`src/rtl/dma_agen_pkg.sv`:
```
package dma_agen_pkg;

    typedef enum logic [1:0] {
        ST_IDLE  = 2'd0,
        ST_ARMED = 2'd1,
        ST_BURST = 2'd2
    } agen_state_e;

    localparam int unsigned DEF_AW = 16;
    localparam int unsigned DEF_SW = 8;
    localparam int unsigned DEF_BW = 6;
    localparam int unsigned DEF_TW = 10;

endpackage

```
`src/rtl/dma_ptr_unit.sv`:
```
module dma_ptr_unit #(
    parameter int unsigned AW = 16,
    parameter int unsigned SW = 8
) (
    input  logic          clk,
    input  logic          rst_n,
    input  logic          clear,
    input  logic          load,
    input  logic          adv,
    input  logic          last,
    input  logic          wide,
    input  logic [AW-1:0] base,
    input  logic [SW-1:0] bstep,
    input  logic [SW-1:0] tstep,
    output logic [AW-1:0] ptr
);
    localparam int unsigned EXT = AW - SW;

    logic [AW-1:0] ptr_d, ptr_q;
    logic [AW-1:0] bext, text;

    always_comb begin
        bext  = {{EXT{bstep[SW-1]}}, bstep};
        text  = {{EXT{tstep[SW-1]}}, tstep};
        ptr_d = ptr_q;
        if (clear) begin
            ptr_d = '0;
        end else if (load) begin
            ptr_d = base;
        end else if (adv) begin
            if (last) begin
                // wide mode applies the final burst step before the transfer step
                ptr_d = wide ? (ptr_q + bext + text) : (ptr_q + text);
            end else begin
                ptr_d = ptr_q + bext;
            end
        end
    end

    always_ff @(posedge clk or negedge rst_n) begin
        if (!rst_n) ptr_q <= '0;
        else        ptr_q <= ptr_d;
    end

    assign ptr = ptr_q;

    AST_STEP_INSIDE: assert property (@(posedge clk) disable iff (!rst_n)
        (adv && !last && !load && !clear) |=> ptr_q == $past(ptr_q) + $past(bext));
    AST_NARROW_END: assert property (@(posedge clk) disable iff (!rst_n)
        (adv && last && !wide && !load && !clear) |=> ptr_q == $past(ptr_q) + $past(text));
    AST_PTR_PARKED: assert property (@(posedge clk) disable iff (!rst_n)
        (!adv && !load && !clear) |=> ptr_q == $past(ptr_q));

endmodule

```
`src/rtl/dma_burst_seq.sv`:
```
module dma_burst_seq
    import dma_agen_pkg::*;
#(
    parameter int unsigned BW = 6,
    parameter int unsigned TW = 10
) (
    input  logic          clk,
    input  logic          rst_n,
    input  logic          run,
    input  logic          halt,
    input  logic          srst,
    input  logic          force_trig,
    input  logic          clr_trig,
    input  logic          per_trig,
    input  logic          wide,
    input  logic [BW-1:0] burst_fld,
    input  logic [TW-1:0] xfer_fld,
    output logic          load_o,
    output logic          adv_o,
    output logic          last_o,
    output logic          clear_o,
    output logic          busy_o,
    output logic          irq_o
);
    typedef struct packed {
        agen_state_e   st;
        logic          pend;
        logic          halt_req;
        logic          parked;
        logic          irq;
        logic [TW-1:0] left;
        logic [BW-1:0] wcnt;
    } seq_regs_t;

    seq_regs_t     seq_d, seq_q;
    logic          fire;
    logic [BW-1:0] half_fld;
    logic [BW-1:0] words_m1;

    always_comb begin
        fire     = per_trig | force_trig;
        half_fld = burst_fld >> 1;
        if (wide) words_m1 = (half_fld == '0) ? '0 : (half_fld - 1'b1);
        else      words_m1 = burst_fld;

        seq_d     = seq_q;
        seq_d.irq = 1'b0;
        load_o    = 1'b0;

        if (srst) begin
            seq_d.st       = ST_IDLE;
            seq_d.pend     = 1'b0;
            seq_d.halt_req = 1'b0;
            seq_d.parked   = 1'b0;
            seq_d.left     = '0;
            seq_d.wcnt     = '0;
        end else begin
            unique case (seq_q.st)
                ST_IDLE: begin
                    if (run) begin
                        seq_d.st       = ST_ARMED;
                        seq_d.parked   = 1'b0;
                        seq_d.halt_req = 1'b0;
                        if (!seq_q.parked) begin
                            seq_d.left = xfer_fld;
                            load_o     = 1'b1;
                        end
                    end
                end
                ST_ARMED: begin
                    if (halt) begin
                        seq_d.st     = ST_IDLE;
                        seq_d.parked = 1'b1;
                    end else if (seq_q.pend) begin
                        seq_d.st   = ST_BURST;
                        seq_d.wcnt = words_m1;
                        seq_d.pend = 1'b0;
                    end
                end
                ST_BURST: begin
                    if (halt) seq_d.halt_req = 1'b1;
                    if (seq_q.wcnt != '0) begin
                        seq_d.wcnt = seq_q.wcnt - 1'b1;
                    end else if (seq_q.left == '0) begin
                        seq_d.st       = ST_IDLE;
                        seq_d.irq      = 1'b1;
                        seq_d.parked   = 1'b0;
                        seq_d.halt_req = 1'b0;
                    end else begin
                        seq_d.left = seq_q.left - 1'b1;
                        if (seq_q.halt_req || halt) begin
                            seq_d.st       = ST_IDLE;
                            seq_d.parked   = 1'b1;
                            seq_d.halt_req = 1'b0;
                        end else begin
                            seq_d.st = ST_ARMED;
                        end
                    end
                end
                default: seq_d.st = ST_IDLE;
            endcase

            // trigger bookkeeping: only a running channel keeps a trigger
            if (seq_d.st == ST_IDLE)               seq_d.pend = 1'b0;
            else if (clr_trig)                     seq_d.pend = 1'b0;
            else if (fire && seq_q.st != ST_IDLE)  seq_d.pend = 1'b1;
        end
    end

    always_ff @(posedge clk or negedge rst_n) begin
        if (!rst_n) begin
            seq_q.st       <= ST_IDLE;
            seq_q.pend     <= 1'b0;
            seq_q.halt_req <= 1'b0;
            seq_q.parked   <= 1'b0;
            seq_q.irq      <= 1'b0;
            seq_q.left     <= '0;
            seq_q.wcnt     <= '0;
        end else begin
            seq_q <= seq_d;
        end
    end

    assign adv_o   = (seq_q.st == ST_BURST);
    assign last_o  = (seq_q.wcnt == '0);
    assign clear_o = srst;
    assign busy_o  = (seq_q.st != ST_IDLE);
    assign irq_o   = seq_q.irq;

    AST_IRQ_SINGLE: assert property (@(posedge clk) disable iff (!rst_n)
        irq_o |=> !irq_o);
    AST_IRQ_STOPPED: assert property (@(posedge clk) disable iff (!rst_n)
        irq_o |-> !busy_o);
    AST_IDLE_NO_PEND: assert property (@(posedge clk) disable iff (!rst_n)
        (seq_q.st == ST_IDLE) |-> !seq_q.pend);
    AST_BURST_FROM_PEND: assert property (@(posedge clk) disable iff (!rst_n)
        (seq_q.st == ST_BURST && $past(seq_q.st) == ST_ARMED) |-> $past(seq_q.pend));
    AST_SRST_STOPS: assert property (@(posedge clk) disable iff (!rst_n)
        srst |=> (!busy_o && !adv_o));

endmodule

```
`src/rtl/dma_addr_engine.sv`:
```
module dma_addr_engine
    import dma_agen_pkg::*;
#(
    parameter int unsigned AW = DEF_AW,
    parameter int unsigned SW = DEF_SW,
    parameter int unsigned BW = DEF_BW,
    parameter int unsigned TW = DEF_TW
) (
    input  logic          clk,
    input  logic          rst_n,
    input  logic          ctl_run,
    input  logic          ctl_halt,
    input  logic          ctl_srst,
    input  logic          ctl_force,
    input  logic          ctl_clr,
    input  logic          per_trig,
    input  logic          cfg_wide,
    input  logic [BW-1:0] cfg_burst,
    input  logic [TW-1:0] cfg_xfer,
    input  logic [AW-1:0] cfg_src_base,
    input  logic [AW-1:0] cfg_dst_base,
    input  logic [SW-1:0] cfg_src_bstep,
    input  logic [SW-1:0] cfg_dst_bstep,
    input  logic [SW-1:0] cfg_src_tstep,
    input  logic [SW-1:0] cfg_dst_tstep,
    output logic [AW-1:0] rd_addr,
    output logic          rd_en,
    output logic [AW-1:0] wr_addr,
    output logic          wr_en,
    output logic          busy,
    output logic          done_irq
);
    localparam int unsigned NSIDE = 2;

    logic load, adv, last, clear;
    logic [AW-1:0] side_base  [NSIDE];
    logic [SW-1:0] side_bstep [NSIDE];
    logic [SW-1:0] side_tstep [NSIDE];
    logic [AW-1:0] side_ptr   [NSIDE];

    assign side_base[0]  = cfg_src_base;
    assign side_base[1]  = cfg_dst_base;
    assign side_bstep[0] = cfg_src_bstep;
    assign side_bstep[1] = cfg_dst_bstep;
    assign side_tstep[0] = cfg_src_tstep;
    assign side_tstep[1] = cfg_dst_tstep;

    dma_burst_seq #(.BW(BW), .TW(TW)) u_seq (
        .clk        (clk),
        .rst_n      (rst_n),
        .run        (ctl_run),
        .halt       (ctl_halt),
        .srst       (ctl_srst),
        .force_trig (ctl_force),
        .clr_trig   (ctl_clr),
        .per_trig   (per_trig),
        .wide       (cfg_wide),
        .burst_fld  (cfg_burst),
        .xfer_fld   (cfg_xfer),
        .load_o     (load),
        .adv_o      (adv),
        .last_o     (last),
        .clear_o    (clear),
        .busy_o     (busy),
        .irq_o      (done_irq)
    );

    for (genvar g = 0; g < NSIDE; g++) begin : g_side
        dma_ptr_unit #(.AW(AW), .SW(SW)) u_ptr (
            .clk   (clk),
            .rst_n (rst_n),
            .clear (clear),
            .load  (load),
            .adv   (adv),
            .last  (last),
            .wide  (cfg_wide),
            .base  (side_base[g]),
            .bstep (side_bstep[g]),
            .tstep (side_tstep[g]),
            .ptr   (side_ptr[g])
        );
    end

    assign rd_addr = side_ptr[0];
    assign wr_addr = side_ptr[1];
    assign rd_en   = adv;
    assign wr_en   = adv;

    AST_RUN_BUSY: assert property (@(posedge clk) disable iff (!rst_n)
        (ctl_run && !ctl_srst) |=> busy);
    AST_SRST_PTR: assert property (@(posedge clk) disable iff (!rst_n)
        ctl_srst |=> (rd_addr == '0 && wr_addr == '0));

endmodule

```
`config.mk`:
```
export PLATFORM = sky130hd
export DESIGN_NAME = dma_addr_engine
export DESIGN_NICKNAME = d
export VERILOG_FILES = /design/src/rtl/dma_agen_pkg.sv /design/src/rtl/dma_ptr_unit.sv /design/src/rtl/dma_burst_seq.sv /design/src/rtl/dma_addr_engine.sv
export SDC_FILE = /design/constraint.sdc
export NUM_CORES = 1
export LEC_CHECK = 0
export ABC_AREA = 1
export CAP_MARGIN = 20
export CELL_PAD_IN_SITES_DETAIL_PLACEMENT = 1
export CELL_PAD_IN_SITES_GLOBAL_PLACEMENT = 2
export CORE_ASPECT_RATIO = 1.2
export CORE_MARGIN = 10
export CORE_UTILIZATION = 32
export CTS_BUF_LIST = sky130_fd_sc_hd__clkbuf_16
export CTS_CLUSTER_SIZE = 28
export DETAILED_ROUTE_END_ITERATION = 6
export GPL_TIMING_DRIVEN = 0
export PLACE_DENSITY_LB_ADDON = 0.3
export SETUP_SLACK_MARGIN = 0.4
export SLEW_MARGIN = 15
export SYNTH_ARGS = -nofsm -noshare
export SYNTH_HDL_FRONTEND = slang
export SYNTH_SLANG_ARGS = --single-unit
```
`constraint.sdc`:
```
create_clock -name clk -period 6 [get_ports clk]
set_input_delay 1.2 -clock clk [delete_from_list [all_inputs] [get_ports clk]]
set_output_delay 1.2 -clock clk [all_outputs]
set_load 0.03 [all_outputs]
```
# Word level (Yosys, flattened, before mapping)
# Index checks and enable logic that the tools add are counted.
# totals
register_bits,54
in_bits,89
output_inout_bits,36
wordCells,100
# op_classes
n_addsub,9
eq_ne,12
mux,50
bitwise,1
n_reduce_logical,19
# op_table
operator,n
$mux 16,11
$add 16x16->16,6
$mux 10,3
$mux 6,5
$pmux 10 s2,1
$ne 3x3->1 const B,6
$mux 1,16
$mux 2,7
$mux 13,1
$logic_not 6->1,2
$pmux 6 s2,1
$logic_not 10->1,1
$reduce_and 5->1,2
$sub 10x1->10 const B,1
$reduce_bool 3->1,3
$ne 3x2->1 const B,2
$pmux 2 s3,1
$reduce_bool 6->1,1
$sub 5x1->6 const B,1
$sub 6x1->6 const B,1
$mux 5,1
$ne 5x1->1 const B,1
$reduce_bool 5->1,1
$logic_not 2->1,2
13 further kinds,14

# Depth between registers and ports, before layout
# Gate-level depths: netlist of the first run.
# depth
depth_word,9
ltp_mapped,25
depth_no_buf,25

# Modules after synthesis
# From an unflattened synthesis of the first run, not the netlist that was laid out.
# hier_totals
hier_cells,1058
hier_area_um2,6740.2
# modules_own_cells
module,n_inst,cells_each,area_per_inst_um2,seq_area_each_um2
dma_ptr_unit (g_side[0].u_ptr),1,414,2539.9,400.4
dma_ptr_unit (g_side[1].u_ptr),1,400,2516.2,400.4
dma_burst_seq,1,243,1676.6,550.5
dma_addr_engine,1,1,7.5,0.0

# Worst setup path before layout of the first run
# No wires, ideal clock.
# synth_timing
path_kind,input to register
startpoint,input cfg_dst_bstep[0]
endpoint,register g_side[1].u_ptr.ptr_q[15]
setup_ns,0.117
arrival_time_ns,3.898
t_required_ns,5.883
path_slack_ns,1.985
path_stages,23
path_buffers,0
cell_sequence,ha_1 inv_1 fa_1 nand3b_1 nand2_1 inv_2 o21bai_4 nand3_1 nand2_1 xor2_1 nand2_1 o21ai_0 ha_1 a21oi_1 nor2_1 o21ai_0 o311ai_0 a21oi_1 nand3_1 nand3_1 nand2_1 nand2_1 nand2_1
# synth_between
elab_chain_len,7
# synth_lines
element,line_no,text
start: declaration,dma_addr_engine.sv:23,"input logic [SW-1:0] cfg_dst_bstep,"
$add 16x16->16 *,"dma_ptr_unit.sv:33, dma_ptr_unit.sv:35",
$add 16x16->16,dma_ptr_unit.sv:33,ptr_d = wide ? (ptr_q + bext + text) : (ptr_q + text);
$mux 16,dma_ptr_unit.sv:33,
$mux 16 *,dma_ptr_unit.sv:31,if (last) begin
$mux 16 *,dma_ptr_unit.sv:30,end else if (adv) begin
$mux 16 *,dma_ptr_unit.sv:28,end else if (load) begin
$mux 16 *,dma_ptr_unit.sv:26,if (clear) begin
end signal: assignment,dma_ptr_unit.sv:42,else ptr_q <= ptr_d;
end: declaration,dma_ptr_unit.sv:19,"logic [AW-1:0] ptr_d, ptr_q;"
# Every way passes the cells marked *; elsewhere a longest branch is shown, timed or not. The select of a mux whose other input is x is not followed.
# A chain may end at the register's enable or synchronous reset.

# Worst setup path after layout of the first run
# Ends and elaborated chain as after synthesis.

==> qor.yml, run 1 <==
synth:
  synthCells: 1011
  synth_xor_area_frac: 0.0595
  ys.flop_type: "dfrtp_1"
  yosysWarnings: 0
  yosys.area_share.simple: 0.282
  synth.area.top_cells: "dfrtp_1 (20%), nand2_1 (15%), ha_1 (13%), inv_1 (6.0%), nand3_1 (5.8%)"
  muxShareOfSynthArea: 0
  ys_seq_elements: 54
  syn-num-nets: 1173
  ys_types: 62
  synth_top_area_share: 0.200
  synthTopCellsByCount: "nand2_1 (265), inv_1 (109), nand3_1 (79)"
  synth_compound_area_frac: 0.228
  syn_area_per_cell_um2: 6.70
  synth_top_family_by_area: "simple AND/OR/NAND/NOR gates"
  syn_area_um2: 6770
  synth_seq_area_share: 0.200
  yosysTopAreaCell: "dfrtp_1"
  synth_fa_ha_area_frac: 0.139
  synth_edf_count: 0
  yosysMostFrequentCell: "nand2_1"
  synthArstFlopShare: 1.00
setup_path:
  cp_max_fo: 4
  cpMostUsedCell: "nand2_1"
  timing.rr.start: "g_side[1].u_ptr.ptr[0]"
  critPathKind: "in -> reg"
  max_stage_delay_ns: 0.49
  crit_chain: "clkdlybuf4s50_1, ha_1, inv_1, fa_1, nand3b_1, nand2_1, inv_2, o21bai_4, nand3_1, nand2_1, xor2_1, nand2_1, o21ai_0, ha_1, a21oi_1, nor2_1, o21ai_0, o311ai_0, a21oi_1, nand3_1, nand3_1, nand2_1, nand2_1, nand2_1"
  start_kind: "input pin"
  critPathArrivalTime_ns: 5.08
  ff2ff_path_depth: 23
  r2r-end: "g_side[1].u_ptr.ptr[15]"
  rrSetupSlack_ns: 2.07
  worstPathRequired_ns: 6.21
  slowest_stage: "clkdlybuf4s50_1"
  critPathCapture: "g_side[1].u_ptr.ptr[15]"
  critPathLaunch: "cfg_dst_bstep[0]"
  end_kind: "register"
power_and_ir_drop:
  power.density_nw_per_um2: 306
  power_mw: 2.62
  vdd_drop_max_mv: 0.135
  p_leak_nw: 4.17
route:
  dr.first_iter.drc_count: 264
  via_per_inst: 5.16
  ant_nets: 0
  wl_met1_mm: 11.4
  drc: 0
  firstDrtPassIters: 4
  wl_per_cell_um: 19.2
  routed_wl_mm: 27.1
  top_layer: "met5"
  vias: 7298
  wl_met2_mm: 14.0
  wl_met3_mm: 1.28
layout:
  post-route-util: 0.409
  drive_above_1_share: 0.0795
  final_nets: 1305
  antenna_cells: 0
  fin_area_um2: 8540
  area_delta_synth_final_pct: 26.2
sta:
  hold_viol_final: 0
  timing.hold.ws_ns: 0.547
  maxSlewHeadroom: 0.446
  setup_violations: 0
  worst_slew_pin_slew_ns: 0.831
  setup_tns_ns: 0
  period_needed_ns: 4.87
  rsz0062_at_grt: "no"
  drv_slew: 0
  fin_skew_ns: 0.0107
  period_share: 0.811
  fmax_mhz: 206
floorplan:
  die_y_um: 179
  initial_core_util: 0.324
  die_x_um: 153
  rows: 58
  core_area_um2: 20900
  boundaryPins: 125
  die_area_um2: 27400
clock_network:
  cts_resized: 0
  clock_sinks: 54
  clk_latency_ns: 0.32
  cts_made_buffers: 5
  clk_path_buf_depth: 2
  postCtsSetupBuffers: 0
  h-tree-depth: 2
  holdBufCountCts: 0
  root_buffer: "clkbuf_16"
  cts.clk_slew.worst_paths_ns: 0.08
  cts_tree: "built"
global_route:
  track_usage: 0.195
  antenna_found_initial: 1
  grt_pass1_wl_mm: 43.0
  grt_max_degree: 44
  grt_pass1_vias: 7961
  grt_overflow: 0
place:
  place_area_um2: 8370
  io_buffers: 124
  gp_congestion: 0.895
  dp_hpwl_mm: 21.7
min_path:
  hold_path.class: "reg -> reg"
outcome:
  status: "finished, final reports clean"
run:
  cap_violations: 0
-- worst max-delay path: cells and delay by family --
| family | cells | cell delay, ns |
|---|---|---|
| AOI/OAI and AO/OA | 6 | 1.08 |
| and+or+nand+nor | 11 | 0.96 |
| adders and majority gates | 3 | 0.94 |
| buffers and inverters | 3 | 0.61 |
| xor gates and xnor gates | 1 | 0.26 |
-- per-layer routing --
metal  track usage  up-vias
li1              -     3661
met3        0.0337       26
met1         0.226     3494
met2         0.366      115
met4        0.0434        2
met5             0        -
-- sequential cells by signal, summed over array words and instances (netlist names) --
register          flops
u_seq.seq_q          21
u_seq.irq_o           1
g_side.u_ptr.ptr     32
-- layout by cell type, fill, tap and decap left out, types with 6 or more instances in the layout --
master           netlist  routed
nand2_1              265     265
clkdlybuf4s50_1        0     123
inv_1                109     110
nand3_1               79      79
a21oi_1               74      74
ha_1                  69      69
o21ai_0               62      62
dfrtp_1               54      54
nor2_1                43      43
xor2_1                30      30
o21ai_1               26      26
xnor2_1               16      16
inv_2                 15      15
buf_2                 13      13
clkbuf_1              10      10
o22ai_1               10      10
o211ai_1              10      10
a22oi_1                8       8
o22ai_2                8       8
nand2_2                7       7
a21o_1                 6       6
or2_0                  6       6
o21bai_1               6       6
-- cells by family (layout without fill, tap and decap cells) --
logic type | count (synthesis) | after routing
AOI/OAI and AO/OA | 246 | 246
xor gates and xnor gates | 46 | 46
adders and majority gates | 73 | 73
buffers and inverters | 155 | 288
DFF | 54 | 54
and+or+nand+nor | 437 | 437
-- where the power goes --
group | internal [mW] | leakage [nW] | switching, mW
Clock | 0.197 | 0.0812 | 0.168
Sequential | 0.424 | 0.715 | 0.0764
Combinational | 0.668 | 3.38 | 1.08
Total | 1.29 | 4.17 | 1.33
-- worst min-delay path by stage --
| stage | start | end | slack [ns] | cells after the start |
|---|---|---|---|---|
| 2_1_floorplan | u_seq.seq_q[18] | u_seq.seq_q[18] | 0.48 | 2 |
| 3_3_place_gp | u_seq.seq_q[18] | u_seq.seq_q[18] | 0.50 | 2 |
| 3_5_place_dp | u_seq.seq_q[18] | u_seq.seq_q[18] | 0.54 | 2 |
| 4_1_cts | u_seq.seq_q[18] | u_seq.seq_q[18] | 0.55 | 2 |
| 5_1_grt | g_side[1].u_ptr.ptr[9] | g_side[1].u_ptr.ptr[9] | 0.60 | 2 |
| 6_report | u_seq.seq_q[18] | u_seq.seq_q[18] | 0.55 | 2 |
-- cell type report --
cell class                 instances  area (um2)
buffer                            28         136
clock inverter                     3        41.3
inverter                         127         483
timing repair buffer             125        1270
sequential                        54        1350
multi-input combinational        802        4800
fill                            2735       12400
clock buffer                       5         125
tap                              270         338
-- per-stage QoR --
step,std cells,setup WS [ns]
4_1_cts,1414,1.10
2_1_floorplan,1011,1.99
5_1_grt,1414,0.766
3_3_place_gp,1405,0.775
3_5_place_dp,1406,0.819
6_report,1414,1.13
Power figures use the tool's default switching activity.
==> run 2, diff against run 1 <==
- CORE_UTILIZATION: 32 -> 27
- clock period: 6 -> 4.2 ns (I/O delays scaled with it)
==> run 2 against run 1 <==
Compared with the run above: combinational power rose by 71%; largest power group unchanged; design area rose by 10%; first-iteration DRC count fell by 7.2%; global-route usage fell by 1.6 points; sequential share of layout area fell by 1.5 points; clock-buffer cell count did not move; clock skew fell by 0.0015 ns; highest routed layer is now met4.
==> qor.yml, run 2 (same netlist as run 1, synthesis figures left out) <==
sta:
  fin_skew_ns: 0.00921  # was 0.0107 ns
  fmax_mhz: 272
  maxSlewHeadroom: 0.391  # was 0.446
  period_needed_ns: 3.67
  period_share: 0.874
  worst_slew_pin_slew_ns: 0.913  # was 0.831 ns
  drv_slew: 0  # unchanged
  timing.hold.ws_ns: 0.343  # was 0.547 ns
  hold_viol_final: 0  # unchanged
  rsz0062_at_grt: "yes"  # was no
  setup_violations: 0  # unchanged
floorplan:
  boundaryPins: 125  # unchanged
  rows: 63  # was 58
  die_area_um2: 31800  # was 27400 um2
  die_x_um: 165  # was 153 um
  die_y_um: 193  # was 179 um
  core_area_um2: 24700  # was 20900 um2
  initial_core_util: 0.274  # was 0.324
route:
  ant_nets: 0  # unchanged
  routed_wl_mm: 29.1  # was 27.1 mm
  via_per_inst: 4.99  # was 5.16
  vias: 7498  # was 7298
  wl_per_cell_um: 19.4  # was 19.2 um
  dr.first_iter.drc_count: 245  # was 264
  firstDrtPassIters: 4  # unchanged
  drc: 0  # unchanged
layout:
  mostFrequentLayoutCell: "nand2_1"  # unchanged
  area_delta_synth_final_pct: 39.0  # was 26.2%
  post-route-util: 0.381  # was 0.409
  layout_common_cells: "nand2_1 (254), clkdlybuf4s50_1 (109), inv_1 (107)"  # was nand2_1 (265), clkdlybuf4s50_1 (123), inv_1 (110)
  drive_above_1_share: 0.182  # was 0.0795
  final_nets: 1338  # was 1305
  largest_reg_flops: 32  # unchanged
  n_fill_cell: 3099  # was 2735
global_route:
  met3_usage: 0.0333  # was 0.0337
  met1_usage: 0.212  # was 0.226
  track_usage: 0.179  # was 0.195
  grt_pass1_wl_mm: 45.2  # was 43.0 mm
  gr-usage-met2: 0.327  # was 0.366
  grt_pass1_vias: 8087  # was 7961
  top_usage_layer: "met2"  # unchanged
  antenna_found_initial: 1  # unchanged
  grt_max_degree: 47  # was 44
  grt_overflow: 0  # unchanged
power_and_ir_drop:
  vdd_drop_max_mv: 0.170  # was 0.135 mV
  power.density_nw_per_um2: 451  # was 306 nW/um2
  p_leak_nw: 4.47  # was 4.17 nW
min_path:
  hold_path.class: "in -> async"  # was reg -> reg
outcome:
  status: "finished, final reports clean"  # unchanged
setup_path:
  crit_chain: "buf_8, ha_4, inv_2, fa_2, nand3b_1, nand2_2, inv_2, o21bai_4, nand3_2, nand2_2, xor2_2, nand2_1, o21ai_1, ha_1, a21oi_2, nor2_2, o21ai_1, o311ai_2, a21oi_2, nand3_1, nand3_1, nand2_1, nand2_1, nand2_1"  # was clkdlybuf4s50_1, ha_1, inv_1, fa_1, nand3b_1, nand2_1, inv_2, o21bai_4, nand3_1, nand2_1, xor2_1, nand2_1, o21ai_0, ha_1, a21oi_1, nor2_1, o21ai_0, o311ai_0, a21oi_1, nand3_1, nand3_1, nand2_1, nand2_1, nand2_1
  start_kind: "input pin"  # unchanged
  crit_family: "compound AO/OA/AOI/OAI gates"  # unchanged
  cp_max_fo: 4  # unchanged
  cp.buffers_inverters: 3  # unchanged
  max_stage_delay_ns: 0.35  # was 0.49 ns
  end_kind: "register"  # unchanged
  cpMostUsedCell: "nand2_1"  # unchanged
  rrSetupSlack_ns: 0.62  # was 2.07 ns
  slowest_stage: "fa_2"  # was clkdlybuf4s50_1
  critPathArrivalTime_ns: 3.89  # was 5.08 ns
  critPathKind: "in -> reg"  # unchanged
  worstPathRequired_ns: 4.41  # was 6.21 ns
clock_network:
  clk_path_buf_depth: 2  # unchanged
  cts_tree: "built"  # unchanged
  cts_made_buffers: 5  # unchanged
  clk_latency_ns: 0.32  # about the same
  holdBufCountCts: 0  # unchanged
  cts.clk_slew.worst_paths_ns: 0.08  # about the same
  h-tree-depth: 2  # unchanged
  clock_sinks: 54  # unchanged
  root_buffer: "clkbuf_16"  # unchanged
place:
  io_buffers: 124  # unchanged
  dp_hpwl_mm: 22.3  # was 21.7 mm
  gp_congestion: 0.873  # was 0.895
run:
  cap_violations: 0  # unchanged
-- run 2: changes by cell type in the layout (fill, tap and decap cells not counted), moves of 10 or more --
cell / change
nand2_1: -11
ha_1: -18
clkdlybuf4s50_1: -14
o21ai_0: -10
buf_4: +33
a21oi_1: -19
a21oi_2: +18
ha_4: +16
-- run 2: cell type report --
class | count | area [um2] | area share
clock buffers | 5 | 125 | 0.0133
flip-flops and latches | 54 | 1350 | 0.144
multi-input cells | 802 | 5330 | 0.566
diodes | 1 | 2.50 | 0.000266
inverters | 127 | 490 | 0.0521
plain buffers | 28 | 145 | 0.0154
well taps | 325 | 407 | 0.0432
repair buffers | 158 | 1520 | 0.162
clock inverters | 3 | 41.3 | 0.00439
-- run 2: stage by stage --
step / setup WS (ns) / total power [mW] / area, um2 / setup TNS (ns) / std cells
global route: 0.263 / 4.62 / 9410 / 0 / 1502
floorplan: 0.545 / 2.44 / 6770 / 0 / 1011
finish: 0.528 / 4.24 / 9410 / 0 / 1503
detailed placement: -0.685 / 3.25 / 8440 / -7.28 / 1461
CTS: 0.385 / 3.95 / 8900 / 0 / 1486
global placement: -0.674 / 3.21 / 8420 / -6.78 / 1460
-- run 2: report_power, final --
part,internal [mW],switching [mW],total [mW]
registers,0.605,0.122,0.727
clock network,0.281,0.237,0.518
logic,1.24,1.75,2.99
-- run 2: final timing paths --
path	endpoint	startpoint	depth (start not counted)
worst max-delay path	g_side[1].u_ptr.ptr[15]	cfg_dst_bstep[0]	24
worst min-delay path	u_seq.seq_q[12]	rst_n	1
worst max register to register	g_side[1].u_ptr.ptr[15]	g_side[1].u_ptr.ptr[0]	23
worst min register to register	u_seq.seq_q[18]	u_seq.seq_q[18]	2
max in group asynchronous	g_side[0].u_ptr.ptr[9]	rst_n	2
min in group clk	u_seq.seq_q[18]	u_seq.seq_q[18]	2
-- run 2: routing by layer --
metal	vias up	share of wire	routed length (um)
met1	3613	0.42	12100
met4	0	0.014	408
met2	139	0.52	15100
li1	3723	-	-
met3	23	0.051	1490
met5	-	0	0
-- run 2: repair_timing --
action / in CTS / in global routing
hold endpoints to repair: 0 / 0
endpoints found under the setup margin: 24 / 16
setup buffers: 17 / 16
resized for setup: 60 / 88
gates cloned: 0 / 0
pin swaps: 24 / 58
